`config.mk`:
```
export PLATFORM = sky130hd
export DESIGN_NAME = vid_timing_gen
export DESIGN_NICKNAME = d
export VERILOG_FILES = /design/src/rtl/vtg_pkg.sv /design/src/rtl/vtg_regs.sv /design/src/rtl/vtg_axis.sv /design/src/rtl/vtg_vshift.sv /design/src/rtl/vid_timing_gen.sv
export SDC_FILE = /design/constraint.sdc
export NUM_CORES = 1
export LEC_CHECK = 0
export ABC_AREA = 1
export BUFFER_PORTS_ARGS = -buffer_cell sky130_fd_sc_hd__buf_2
export CAP_MARGIN = 15
export CORE_UTILIZATION = 55
export DETAILED_ROUTE_END_ITERATION = 16
export GPL_TIMING_DRIVEN = 0
export PLACE_DENSITY = 0.75
export SLEW_MARGIN = 20
export SYNTH_ARGS = -nofsm -noshare
export SYNTH_HDL_FRONTEND = slang
export SYNTH_SLANG_ARGS = --single-unit
```
`constraint.sdc`:
```
create_clock -name clk -period 10.4 [get_ports clk]
set_clock_uncertainty 0.2 [all_clocks]
set_input_delay 1.04 -clock clk [delete_from_list [all_inputs] [get_ports clk]]
set_output_delay 1.04 -clock clk [all_outputs]
set_load 0.01 [all_outputs]
```
`src/rtl/vtg_pkg.sv`:
```
package vtg_pkg;
   parameter int unsigned FLD_W = 16;
   parameter int unsigned DLY_W = 10;
   localparam int unsigned CNT_W = FLD_W + 2;

   typedef struct packed {
      logic [FLD_W-1:0] sync;
      logic [FLD_W-1:0] back;
      logic [FLD_W-1:0] act;
      logic [FLD_W-1:0] front;
   } axis_t;

   typedef struct packed {
      axis_t            h;
      axis_t            v;
      logic [DLY_W-1:0] vdly;
   } timing_t;

   typedef enum logic [2:0] {
      ADR_H_A  = 3'd0,
      ADR_H_B  = 3'd1,
      ADR_V_A  = 3'd2,
      ADR_V_B  = 3'd3,
      ADR_CTRL = 3'd4,
      ADR_UPD  = 3'd5
   } reg_addr_e;

   // zero-length fields are stretched to one unit
   function automatic logic [FLD_W-1:0] eff(input logic [FLD_W-1:0] f);
      return (f == '0) ? FLD_W'(1) : f;
   endfunction
endpackage

```
`src/rtl/vtg_regs.sv`:
```
module vtg_regs
   import vtg_pkg::*;
#(
   parameter int unsigned DATA_W    = 32,
   parameter int unsigned ADDR_W    = 3,
   parameter int unsigned DLY_LSB   = 20,
   parameter timing_t     RESET_SET = '0
) (
   input  logic              clk,
   input  logic              rst_n,
   input  logic              wr_en,
   input  logic [ADDR_W-1:0] wr_addr,
   input  logic [DATA_W-1:0] wr_data,
   input  logic              frame_end,
   output timing_t           active,
   output logic              pending
);
   localparam int unsigned HI_LSB = DATA_W / 2;

   timing_t shadow;
   logic    commit_wr;
   logic    apply;

   assign commit_wr = wr_en && (wr_addr == ADDR_W'(ADR_UPD)) && wr_data[0];
   assign apply     = frame_end && pending;

   always_ff @(posedge clk or negedge rst_n) begin
      if (!rst_n) begin
         shadow <= RESET_SET;
      end else if (wr_en) begin
         case (wr_addr)
            ADDR_W'(ADR_H_A): begin
               shadow.h.back <= wr_data[HI_LSB +: FLD_W];
               shadow.h.sync <= wr_data[0 +: FLD_W];
            end
            ADDR_W'(ADR_H_B): begin
               shadow.h.front <= wr_data[HI_LSB +: FLD_W];
               shadow.h.act   <= wr_data[0 +: FLD_W];
            end
            ADDR_W'(ADR_V_A): begin
               shadow.v.back <= wr_data[HI_LSB +: FLD_W];
               shadow.v.sync <= wr_data[0 +: FLD_W];
            end
            ADDR_W'(ADR_V_B): begin
               shadow.v.front <= wr_data[HI_LSB +: FLD_W];
               shadow.v.act   <= wr_data[0 +: FLD_W];
            end
            ADDR_W'(ADR_CTRL): shadow.vdly <= wr_data[DLY_LSB +: DLY_W];
            default: ;
         endcase
      end
   end

   always_ff @(posedge clk or negedge rst_n) begin
      if (!rst_n) begin
         active  <= RESET_SET;
         pending <= 1'b0;
      end else begin
         if (apply) active <= shadow;
         if (commit_wr)      pending <= 1'b1;
         else if (frame_end) pending <= 1'b0;
      end
   end
endmodule

```
`src/rtl/vtg_axis.sv`:
```
module vtg_axis
   import vtg_pkg::*;
#(
   parameter int unsigned CW = CNT_W
) (
   input  logic             clk,
   input  logic             rst_n,
   input  logic             step,
   input  axis_t            cfg,
   output logic [CW-1:0]    cnt,
   output logic [CW-1:0]    total,
   output logic             last,
   output logic             in_sync,
   output logic             in_act,
   output logic [FLD_W-1:0] idx
);
   logic [CW-1:0] len_s, len_b, len_a, len_f;
   logic [CW-1:0] act_lo, act_hi, off;

   assign len_s  = CW'(eff(cfg.sync));
   assign len_b  = CW'(eff(cfg.back));
   assign len_a  = CW'(eff(cfg.act));
   assign len_f  = CW'(eff(cfg.front));
   assign act_lo = len_s + len_b;
   assign act_hi = act_lo + len_a;
   assign total  = act_hi + len_f;
   assign last   = (cnt == total - CW'(1));

   always_ff @(posedge clk or negedge rst_n) begin
      if (!rst_n)    cnt <= '0;
      else if (step) cnt <= last ? '0 : cnt + CW'(1);
   end

   assign in_sync = (cnt < len_s);
   assign in_act  = (cnt >= act_lo) && (cnt < act_hi);
   assign off     = cnt - act_lo;
   assign idx     = in_act ? off[FLD_W-1:0] : '0;
endmodule

```
`src/rtl/vtg_vshift.sv`:
```
module vtg_vshift
   import vtg_pkg::*;
#(
   parameter int unsigned CW = CNT_W
) (
   input  logic             clk,
   input  logic             rst_n,
   input  logic             line_end,
   input  logic             v_in_sync,
   input  logic [CW-1:0]    h_cnt,
   input  logic [CW-1:0]    h_total,
   input  logic [DLY_W-1:0] dly,
   output logic             vs
);
   logic          prev_sync;
   logic [CW-1:0] d_ext, d_eff;

   always_ff @(posedge clk or negedge rst_n) begin
      if (!rst_n)        prev_sync <= 1'b0;
      else if (line_end) prev_sync <= v_in_sync;
   end

   assign d_ext = CW'(dly);
   assign d_eff = (d_ext >= h_total) ? h_total - CW'(1) : d_ext;
   assign vs    = (v_in_sync && (h_cnt >= d_eff)) ||
                  (prev_sync && !v_in_sync && (h_cnt < d_eff));
endmodule

```
`src/rtl/vid_timing_gen.sv`:
```
module vid_timing_gen
   import vtg_pkg::*;
#(
   parameter int unsigned DATA_W    = 32,
   parameter int unsigned ADDR_W    = 3,
   parameter int unsigned DLY_LSB   = 20,
   parameter bit          OUT_REG   = 1'b0,
   parameter int unsigned DEF_HSYNC = 44,
   parameter int unsigned DEF_HBP   = 148,
   parameter int unsigned DEF_HACT  = 1920,
   parameter int unsigned DEF_HFP   = 88,
   parameter int unsigned DEF_VSYNC = 5,
   parameter int unsigned DEF_VBP   = 36,
   parameter int unsigned DEF_VACT  = 1080,
   parameter int unsigned DEF_VFP   = 4,
   parameter int unsigned DEF_VDLY  = 0
) (
   input  logic              clk,
   input  logic              rst_n,
   input  logic              wr_en,
   input  logic [ADDR_W-1:0] wr_addr,
   input  logic [DATA_W-1:0] wr_data,
   output logic              hsync,
   output logic              vsync,
   output logic              de,
   output logic [FLD_W-1:0]  pos_x,
   output logic [FLD_W-1:0]  pos_y
);
   localparam int unsigned CW = CNT_W;
   localparam timing_t RESET_SET = '{
      h: '{sync: FLD_W'(DEF_HSYNC), back: FLD_W'(DEF_HBP),
           act: FLD_W'(DEF_HACT), front: FLD_W'(DEF_HFP)},
      v: '{sync: FLD_W'(DEF_VSYNC), back: FLD_W'(DEF_VBP),
           act: FLD_W'(DEF_VACT), front: FLD_W'(DEF_VFP)},
      vdly: DLY_W'(DEF_VDLY)};

   if (2 * FLD_W > DATA_W) begin : g_chk_fld
      $error("two timing fields must fit in one data word");
   end
   if (DLY_LSB + DLY_W > DATA_W) begin : g_chk_dly
      $error("delay field exceeds data word");
   end
   if (ADDR_W < 3) begin : g_chk_adr
      $error("address too narrow for register map");
   end
   if (CW <= DLY_W) begin : g_chk_cw
      $error("counter narrower than delay field");
   end

   timing_t          active;
   logic             pending;
   logic             frame_end;
   logic [CW-1:0]    h_cnt, h_total, v_cnt, v_total;
   logic             h_last, v_last;
   logic             h_in_sync, v_in_sync, h_in_act, v_in_act;
   logic [FLD_W-1:0] h_idx, v_idx;
   logic             hs_raw, vs_raw, de_raw;
   logic [FLD_W-1:0] x_raw, y_raw;

   assign frame_end = h_last && v_last;

   vtg_regs #(
      .DATA_W(DATA_W), .ADDR_W(ADDR_W), .DLY_LSB(DLY_LSB), .RESET_SET(RESET_SET)
   ) u_regs (
      .clk(clk), .rst_n(rst_n), .wr_en(wr_en), .wr_addr(wr_addr),
      .wr_data(wr_data), .frame_end(frame_end), .active(active), .pending(pending)
   );

   vtg_axis #(.CW(CW)) u_hax (
      .clk(clk), .rst_n(rst_n), .step(1'b1), .cfg(active.h),
      .cnt(h_cnt), .total(h_total), .last(h_last),
      .in_sync(h_in_sync), .in_act(h_in_act), .idx(h_idx)
   );

   vtg_axis #(.CW(CW)) u_vax (
      .clk(clk), .rst_n(rst_n), .step(h_last), .cfg(active.v),
      .cnt(v_cnt), .total(v_total), .last(v_last),
      .in_sync(v_in_sync), .in_act(v_in_act), .idx(v_idx)
   );

   vtg_vshift #(.CW(CW)) u_vs (
      .clk(clk), .rst_n(rst_n), .line_end(h_last), .v_in_sync(v_in_sync),
      .h_cnt(h_cnt), .h_total(h_total), .dly(active.vdly), .vs(vs_raw)
   );

   assign hs_raw = h_in_sync;
   assign de_raw = h_in_act && v_in_act;
   assign x_raw  = de_raw ? h_idx : '0;
   assign y_raw  = de_raw ? v_idx : '0;

   if (OUT_REG) begin : g_out_reg
      always_ff @(posedge clk or negedge rst_n) begin
         if (!rst_n) begin
            hsync <= 1'b0;
            vsync <= 1'b0;
            de    <= 1'b0;
            pos_x <= '0;
            pos_y <= '0;
         end else begin
            hsync <= hs_raw;
            vsync <= vs_raw;
            de    <= de_raw;
            pos_x <= x_raw;
            pos_y <= y_raw;
         end
      end
   end else begin : g_out_comb
      assign hsync = hs_raw;
      assign vsync = vs_raw;
      assign de    = de_raw;
      assign pos_x = x_raw;
      assign pos_y = y_raw;
   end
endmodule

```
==> flow_metrics.env, run 1 <==
export IMPL_fin_tns_setup_ns=0
export IMPL_synth_nets=3549
export IMPL_core_sq_um=42320
export IMPL_cp_max_fo=10
export IMPL_cp_slowest_cell="dfrtp_1"
export IMPL_insertion_delay_ns=0.57
export IMPL_fin_crit_ns=9.779
export IMPL_critPathCaptureType="primary output"
export IMPL_syn_area_sq_um=23810
export IMPL_viasPerCell=5.717
export IMPL_cp_arrival_ns=8.54
export IMPL_nFillCells=3878
export IMPL_fmax_mhz=102.3
export IMPL_fin_crit_sh_pct=94.03
export IMPL_grt_max_degree=106
export IMPL_synth_cell_types=54
export IMPL_io_pins=73
export IMPL_crit_path_frequent_cell="nand2_1"
export IMPL_grtUsageTotal_pct=33.50
export IMPL_wl_per_cell_um=18.41
export IMPL_overflow=0
export IMPL_maxSlewHeadroom_pct=29.65
export IMPL_avgSynthCellArea_sq_um=7.293
export IMPL_ir_drop_uv=211.9
export IMPL_max_slew_worst_pin_slew_ns=1.051
export IMPL_tritoncts="yes"
export IMPL_start_util_pct=56.25
export IMPL_critical_path_class="reg2out"
export IMPL_setup_violations=0
export IMPL_power_per_cell_area_nw_per_um2=298.4
export IMPL_htreeDepth=2
export IMPL_die_width_um=210.0
export IMPL_grt_pass1_vias=21730
export IMPL_drive_above_1_share_pct=7.546
export IMPL_cts_made_buffers=36
export IMPL_p_leak_nw=13.78
export IMPL_drc=0
export IMPL_wl_um=73340
export IMPL_power_mw=7.837
export IMPL_path_clk_slew_ns=0.06
export IMPL_drv_slew=0
export IMPL_dp_hpwl_um=58590
export IMPL_die_area_sq_um=44120
export IMPL_vias=22770
export IMPL_hold_violations=0
export IMPL_first_pass_iters=9
export IMPL_portBuffers=72
export IMPL_synth_ff_type="dfrtp_1"
export IMPL_drt_iter0_markers=1898
export IMPL_synth_cells=3264
export IMPL_outcome="finished clean"
export IMPL_grt_pass1_wl_um=114700
export IMPL_hp_class="in2async"
export IMPL_area_growth_pct=10.33
export IMPL_place_inst=3916
export IMPL_clock_sink_count=314
export IMPL_worst_slack_ns=0.6209
export IMPL_die_h_um=210.0
export IMPL_synth_edf_count=0
export IMPL_place_congestion=0.9692
export IMPL_max_cap_violations=0
export IMPL_synth_seq_cells=314
export IMPL_rsz0062_at_grt="no"
export IMPL_fin_cells=3983
export IMPL_nets=3663
export IMPL_startpoint_type="flip-flop"
export IMPL_max_stage_delay_ns=0.47
export IMPL_clockBufferDepth=3
export IMPL_antenna_found_initial=5
export IMPL_yosysSeqAreaShare_pct=33.24
export IMPL_root_buffer="clkbuf_16"
export IMPL_yosys_warnings=0
export IMPL_drtAntennaViolNets=0
export IMPL_worst_ep_required_time_ns=9.16
export IMPL_row_count=75
export IMPL_async_flop_share_pct=100.0
export IMPL_pre_cts_ws_ns=0.6509
export IMPL_antenna_cells=0
## report_power, final
| part | internal, mW | total, mW | switching [mW] |
|---|---|---|---|
| Clock | 0.754 | 1.30 | 0.548 |
| Combinational | 1.70 | 4.91 | 3.21 |
| Sequential | 1.43 | 1.62 | 0.188 |
| Total | 3.89 | 7.84 | 3.94 |
## synthesized netlist by cell type, types with 3 or more instances
cell type  number  area (sq um)
nand3_1       137         685.7
and2_1          3         18.77
buf_2           5         25.02
nor3b_1         4         30.03
xor2_1         87         762.0
a21o_1          9         67.56
xnor2_1        38         332.8
ha_1          239          2990
o21ai_1        19         95.09
clkbuf_1      165         619.3
nand4_1       182          1139
nor2_1        174         653.1
nor4_1         38         237.7
inv_1         376          1411
nor2_2          5         31.28
o31ai_1         4         30.03
o221ai_1        3         26.28
nand2_2        10         62.56
a21oi_1       153         765.7
a21boi_0        6         45.04
o211ai_1        8         60.06
nand2_1       931          3495
a211oi_1        5         37.54
dfstp_2        44          1156
buf_6          31         349.1
nor3_1         52         260.3
nand3b_1        9         67.56
o2111ai_1       3         26.28
dfrtp_1       270          6756
fa_1            8         160.2
o21bai_1        6         45.04
a31oi_1         9         56.30
o21a_1          3         22.52
or2_2           3         18.77
o21ai_0       195         975.9
inv_2           4         15.01
a41o_1          7         70.07
## critical path: cells and delay by family (launching register included)
kind,cells,cell delay (ns)
AND/OR/NAND/NOR,20,2.66
AO/OA/AOI/OAI,15,2.30
adder cells (fa/ha/maj),4,1.26
buffers and inverters,5,0.70
XOR/XNOR,2,0.57
flip-flops,1,0.47
## through the flow
step           util (%)  instance area (sq um)  hold slack (ns)
2_1_floorplan         -                  23810           0.2419
3_3_place_gp      58.81                  24890           0.2593
3_5_place_dp      59.02                  24980           0.2600
4_1_cts           61.90                  26200           0.2314
5_1_grt           62.06                  26260           0.2653
6_report          62.06                  26260           0.2177
## area by class of cell
cell class                      count  area [sq um]  area share, %
Multi-Input combinational cell   2368         13520          51.49
Sequential cell                   314          7913          30.13
Inverter                          380          1426          5.431
Clock buffer                       51          1027          3.911
Buffer                            202          1003          3.821
Tap cell                          577         721.9          2.749
Timing Repair Buffer               76         460.4          1.753
Clock inverter                     15         188.9         0.7194
## state kept, by name, indices dropped and copies added, names as in the netlist
| register | flops |
|---|---|
| u_regs.pending | 1 |
| u_vax.cnt | 18 |
| u_regs.active | 138 |
| u_vs.prev_sync | 1 |
| u_regs.shadow | 138 |
| u_hax.cnt | 18 |
## routing by layer
| layer | part of all wire, % | vias to the layer above | GRT usage (%) |
|---|---|---|---|
| met1 | 44 | 10820 | 46.78 |
| li1 | - | 10970 | - |
| met2 | 44 | 842 | 52.14 |
| met4 | 3.6 | 0 | 12.16 |
| met3 | 8.6 | 138 | 5.959 |
| met5 | 0 | - | 0 |
## worst paths after layout
path | cells past startpoint | from | endpoint | slack (ns)
max in group asynchronous | 4 | rst_n | u_hax.cnt[16]$_DFF_PN0_ | 8.16
setup / recovery | 46 | u_regs.active[121]$_DFFE_PN0P_ | vsync | 0.62
setup reg to reg | 40 | u_regs.active[57]$_DFFE_PN0P_ | u_regs.active[128]$_DFFE_PN0P_ | 2.21
hold reg to reg | 2 | u_regs.active[100]$_DFFE_PN1P_ | u_regs.active[100]$_DFFE_PN1P_ | 0.27
min in group clk | 2 | u_regs.active[100]$_DFFE_PN1P_ | u_regs.active[100]$_DFFE_PN1P_ | 0.27
hold / removal | 1 | rst_n | u_regs.active[48]$_DFFE_PN0P_ | 0.22
## layout by cell type (no fill, tap or decap), types with 5 or more instances in the layout
cell type | Yosys | final
o211ai_1 | 8 | 8
o21bai_1 | 6 | 6
nor4_1 | 38 | 35
nand2_2 | 10 | 11
buf_2 | 5 | 77
a41o_1 | 7 | 7
a31oi_1 | 9 | 9
dfrtp_1 | 270 | 270
xor2_1 | 87 | 85
fa_1 | 8 | 8
buf_6 | 31 | 31
dfstp_2 | 44 | 44
ha_1 | 239 | 238
nand3b_1 | 9 | 9
clkbuf_16 | 0 | 36
clkbuf_1 | 165 | 171
a21oi_1 | 153 | 151
inv_1 | 376 | 376
nor2_2 | 5 | 5
clkinv_4 | 0 | 5
xnor2_1 | 38 | 38
nand2_1 | 931 | 930
a21o_1 | 9 | 9
nor3_1 | 52 | 51
o21ai_0 | 195 | 193
clkbuf_8 | 0 | 7
o21ai_1 | 19 | 21
nand4_1 | 182 | 182
a211oi_1 | 5 | 5
nand3_1 | 137 | 137
a21boi_0 | 6 | 6
nor2_1 | 174 | 174
## logic make-up after synthesis
family	count (synthesis)	synth area share [%]
buffers and inverters	582	10.20
multiplexers	2	0.08410
adder cells (fa/ha/maj)	247	13.23
AND/OR/NAND/NOR	1554	28.43
flip-flops	314	33.24
XOR/XNOR	127	4.762
AO/OA/AOI/OAI	438	10.05
## repair_timing
item / in CTS / in global routing
setup endpoints to repair: 0 / 1
setup buffers: 0 / 1
gates resized for setup: 0 / 18
hold buffers: 0 / 0
Note: power is estimated with default switching activity, not from simulation.
==> run 2: changes to the inputs <==
- CORE_ASPECT_RATIO: unset -> 0.7
- GPL_TIMING_DRIVEN: 0 -> 1
==> run 2 against run 1 <==
Against the previous run:
- sequential power about the same
- maximum frequency up 0.76%
- clock-buffer cell count fell by 9
- setup slack improved by 0.074 ns
- clock power is 9% lower
- final cell count down 5.5%
- non-clock buffer count fell by 188
- hold slack improved by 0.054 ns
==> flow_metrics.env, run 2 (same netlist as run 1, synthesis figures left out) <==
export IMPL_reg_largest_list="u_regs.active: 138 flops, u_regs.shadow: 138 flops"
export IMPL_max_cap_violations=0
export IMPL_p_leak_nw=13.33
export IMPL_portBuffers=72
export IMPL_drt_iter0_markers=2215
export IMPL_critPathCaptureType="primary output"
export IMPL_power_per_cell_area_nw_per_um2=308.3
export IMPL_outcome="finished clean"
export IMPL_startpoint_type="flip-flop"
export IMPL_cp_slowest_cell="dfstp_2"
export IMPL_path_clk_slew_ns=0.07
export IMPL_internal_power_mw=3.770
export IMPL_vias=21980
export IMPL_hold_violations=0
export IMPL_nFillCells=4027
export IMPL_grt_pass1_vias=20390
export IMPL_clockBufferDepth=3
export IMPL_dp_hpwl_um=56690
export IMPL_maxSlewHeadroom_pct=30.53
export IMPL_fin_crit_ns=9.705
export IMPL_clkPwrFrac_pct=15.2
export IMPL_fmax_mhz=103.0
export IMPL_comb_power_share_pct=63.6
export IMPL_antenna_found_initial=1
export IMPL_power_mw=7.759
export IMPL_die_area_sq_um=44130
export IMPL_viasPerCell=5.840
export IMPL_seqCellArea_sq_um=7916
export IMPL_nets=3471
export IMPL_seq_power_share_pct=21.2
export IMPL_area_growth_pct=5.708
export IMPL_clock_sink_count=314
export IMPL_drc=0
export IMPL_rsz0062_at_grt="no"
export IMPL_p_sw_share_pct=51.41
export IMPL_hp_class="reg2reg"
export IMPL_io_pins=73
export IMPL_fin_crit_sh_pct=93.32
export IMPL_cp_top_family="compound AO/OA/AOI/OAI gates"
export IMPL_wl_um=72960
export IMPL_core_sq_um=42490
export IMPL_grt_max_degree=139
export IMPL_max_stage_delay_ns=0.59
export IMPL_cp_arrival_ns=8.47
export IMPL_row_count=63
export IMPL_htreeDepth=1
export IMPL_insertion_delay_ns=0.60
export IMPL_cts_made_buffers=31
export IMPL_die_width_um=250.7
export IMPL_drive_above_1_share_pct=6.976
export IMPL_final_cell_mix="nand2_1 (928), inv_1 (375), dfrtp_1 (269)"
export IMPL_start_util_pct=56.03
export IMPL_drtAntennaViolNets=0
export IMPL_max_slew_worst_pin_slew_ns=1.038
export IMPL_cp_max_fo=10
export IMPL_fin_tns_setup_ns=0
export IMPL_root_buffer="clkbuf_16"
export IMPL_multi_input_area_sq_um=13510
export IMPL_ir_drop_uv=173.2
export IMPL_drv_slew=0
export IMPL_critical_path_class="reg2out"
export IMPL_first_pass_iters=6
export IMPL_hold_buffers=0
export IMPL_worst_ep_required_time_ns=9.16
export IMPL_overflow=0
export IMPL_tritoncts="yes"
export IMPL_die_h_um=176.1
export IMPL_wl_per_cell_um=19.38
export IMPL_place_congestion=1.021
export IMPL_grtUsageTotal_pct=32.92
export IMPL_cp_num_buf_inv=4
export IMPL_setup_violations=0
export IMPL_grt_pass1_wl_um=113900
export IMPL_power_net_switching_mw=3.989
export IMPL_final_common_cell="nand2_1"
-- run 2: changes by cell type in the layout (fill, tap and decap cells not counted), moves of 3 or more --
cell        change
clkbuf_1      -165
buf_6          -31
buf_4          +13
buf_2           -6
clkbuf_16       -5
clkinvlp_4      +4
buf_12          +3
buf_16          -3
nor4_1          +3
nor4_2          -3
-- run 2: worst min-delay path: stages, from the launching register on --
cell     delay [ns]
dfstp_2        0.37
nand2_1        0.05
nand2_1        0.04
-- run 2: final cells by class --
| class | instances | share of cell area [%] |
|---|---|---|
| inverter | 380 | 5.683 |
| multi-input combinational | 2368 | 53.68 |
| timing repair inverter | 1 | 0.01989 |
| sequential | 314 | 31.46 |
| tap | 552 | 2.745 |
| timing repair buffer | 90 | 2.158 |
| antenna | 1 | 0.009944 |
| clock inverter | 16 | 0.8005 |
| clock buffer | 42 | 3.446 |
-- run 2: final timing paths --
kind / start / to / slack, ns / cells after the start
min in group asynchronous: rst_n / u_regs.active[14]$_DFFE_PN0P_ / 0.31 / 1
min: u_regs.active[58]$_DFFE_PN1P_ / u_regs.active[58]$_DFFE_PN1P_ / 0.27 / 2
max reg2reg: u_regs.active[55]$_DFFE_PN0P_ / u_regs.active[133]$_DFFE_PN0P_ / 2.28 / 39
min reg2reg: u_regs.active[58]$_DFFE_PN1P_ / u_regs.active[58]$_DFFE_PN1P_ / 0.27 / 2
max in group asynchronous: rst_n / u_regs.shadow[105]$_DFFE_PN0P_ / 7.28 / 3
max: u_regs.active[124]$_DFFE_PN1P_ / vsync / 0.69 / 41
-- run 2: metal layers --
layer | GRT usage, % | routed length (um) | vias to the layer above
li1 | - | - | 10570
met1 | 51.38 | 35140 | 10420
met2 | 46.63 | 29380 | 902
met3 | 6.885 | 7203 | 85
met4 | 5.956 | 1233 | 0
met5 | 0 | 0 | -
-- run 2: repair_timing --
action                                  4_1_cts  5_1_grt
resized for setup                             0        4
setup buffers                                 0        2
endpoints found under the setup margin        0        1
-- run 2: per-stage QoR --
| stage | instances | area [sq um] | util, % | hold WS, ns | worst slack (ns) |
|---|---|---|---|---|---|
| floorplan | 3264 | 23810 | - | 0.2419 | 2.671 |
| global placement | 3702 | 24050 | 56.62 | 0.2565 | 1.488 |
| detailed placement | 3702 | 24050 | 56.62 | 0.2631 | 1.135 |
| CTS | 3760 | 25120 | 59.13 | 0.2723 | 0.4883 |
| global route | 3763 | 25160 | 59.22 | 0.2975 | 0.1426 |
| finish | 3764 | 25160 | 59.23 | 0.2720 | 0.6946 |
-- run 2: power by group through the flow --
stage | Clock [mW] | Sequential, mW | Combinational (mW)
floorplan | 0 | 1.55 | 3.71
global placement | 0 | 1.65 | 4.72
detailed placement | 0 | 1.66 | 4.80
CTS | 1.19 | 1.64 | 4.83
global route | 1.23 | 1.67 | 5.55
finish | 1.18 | 1.65 | 4.93
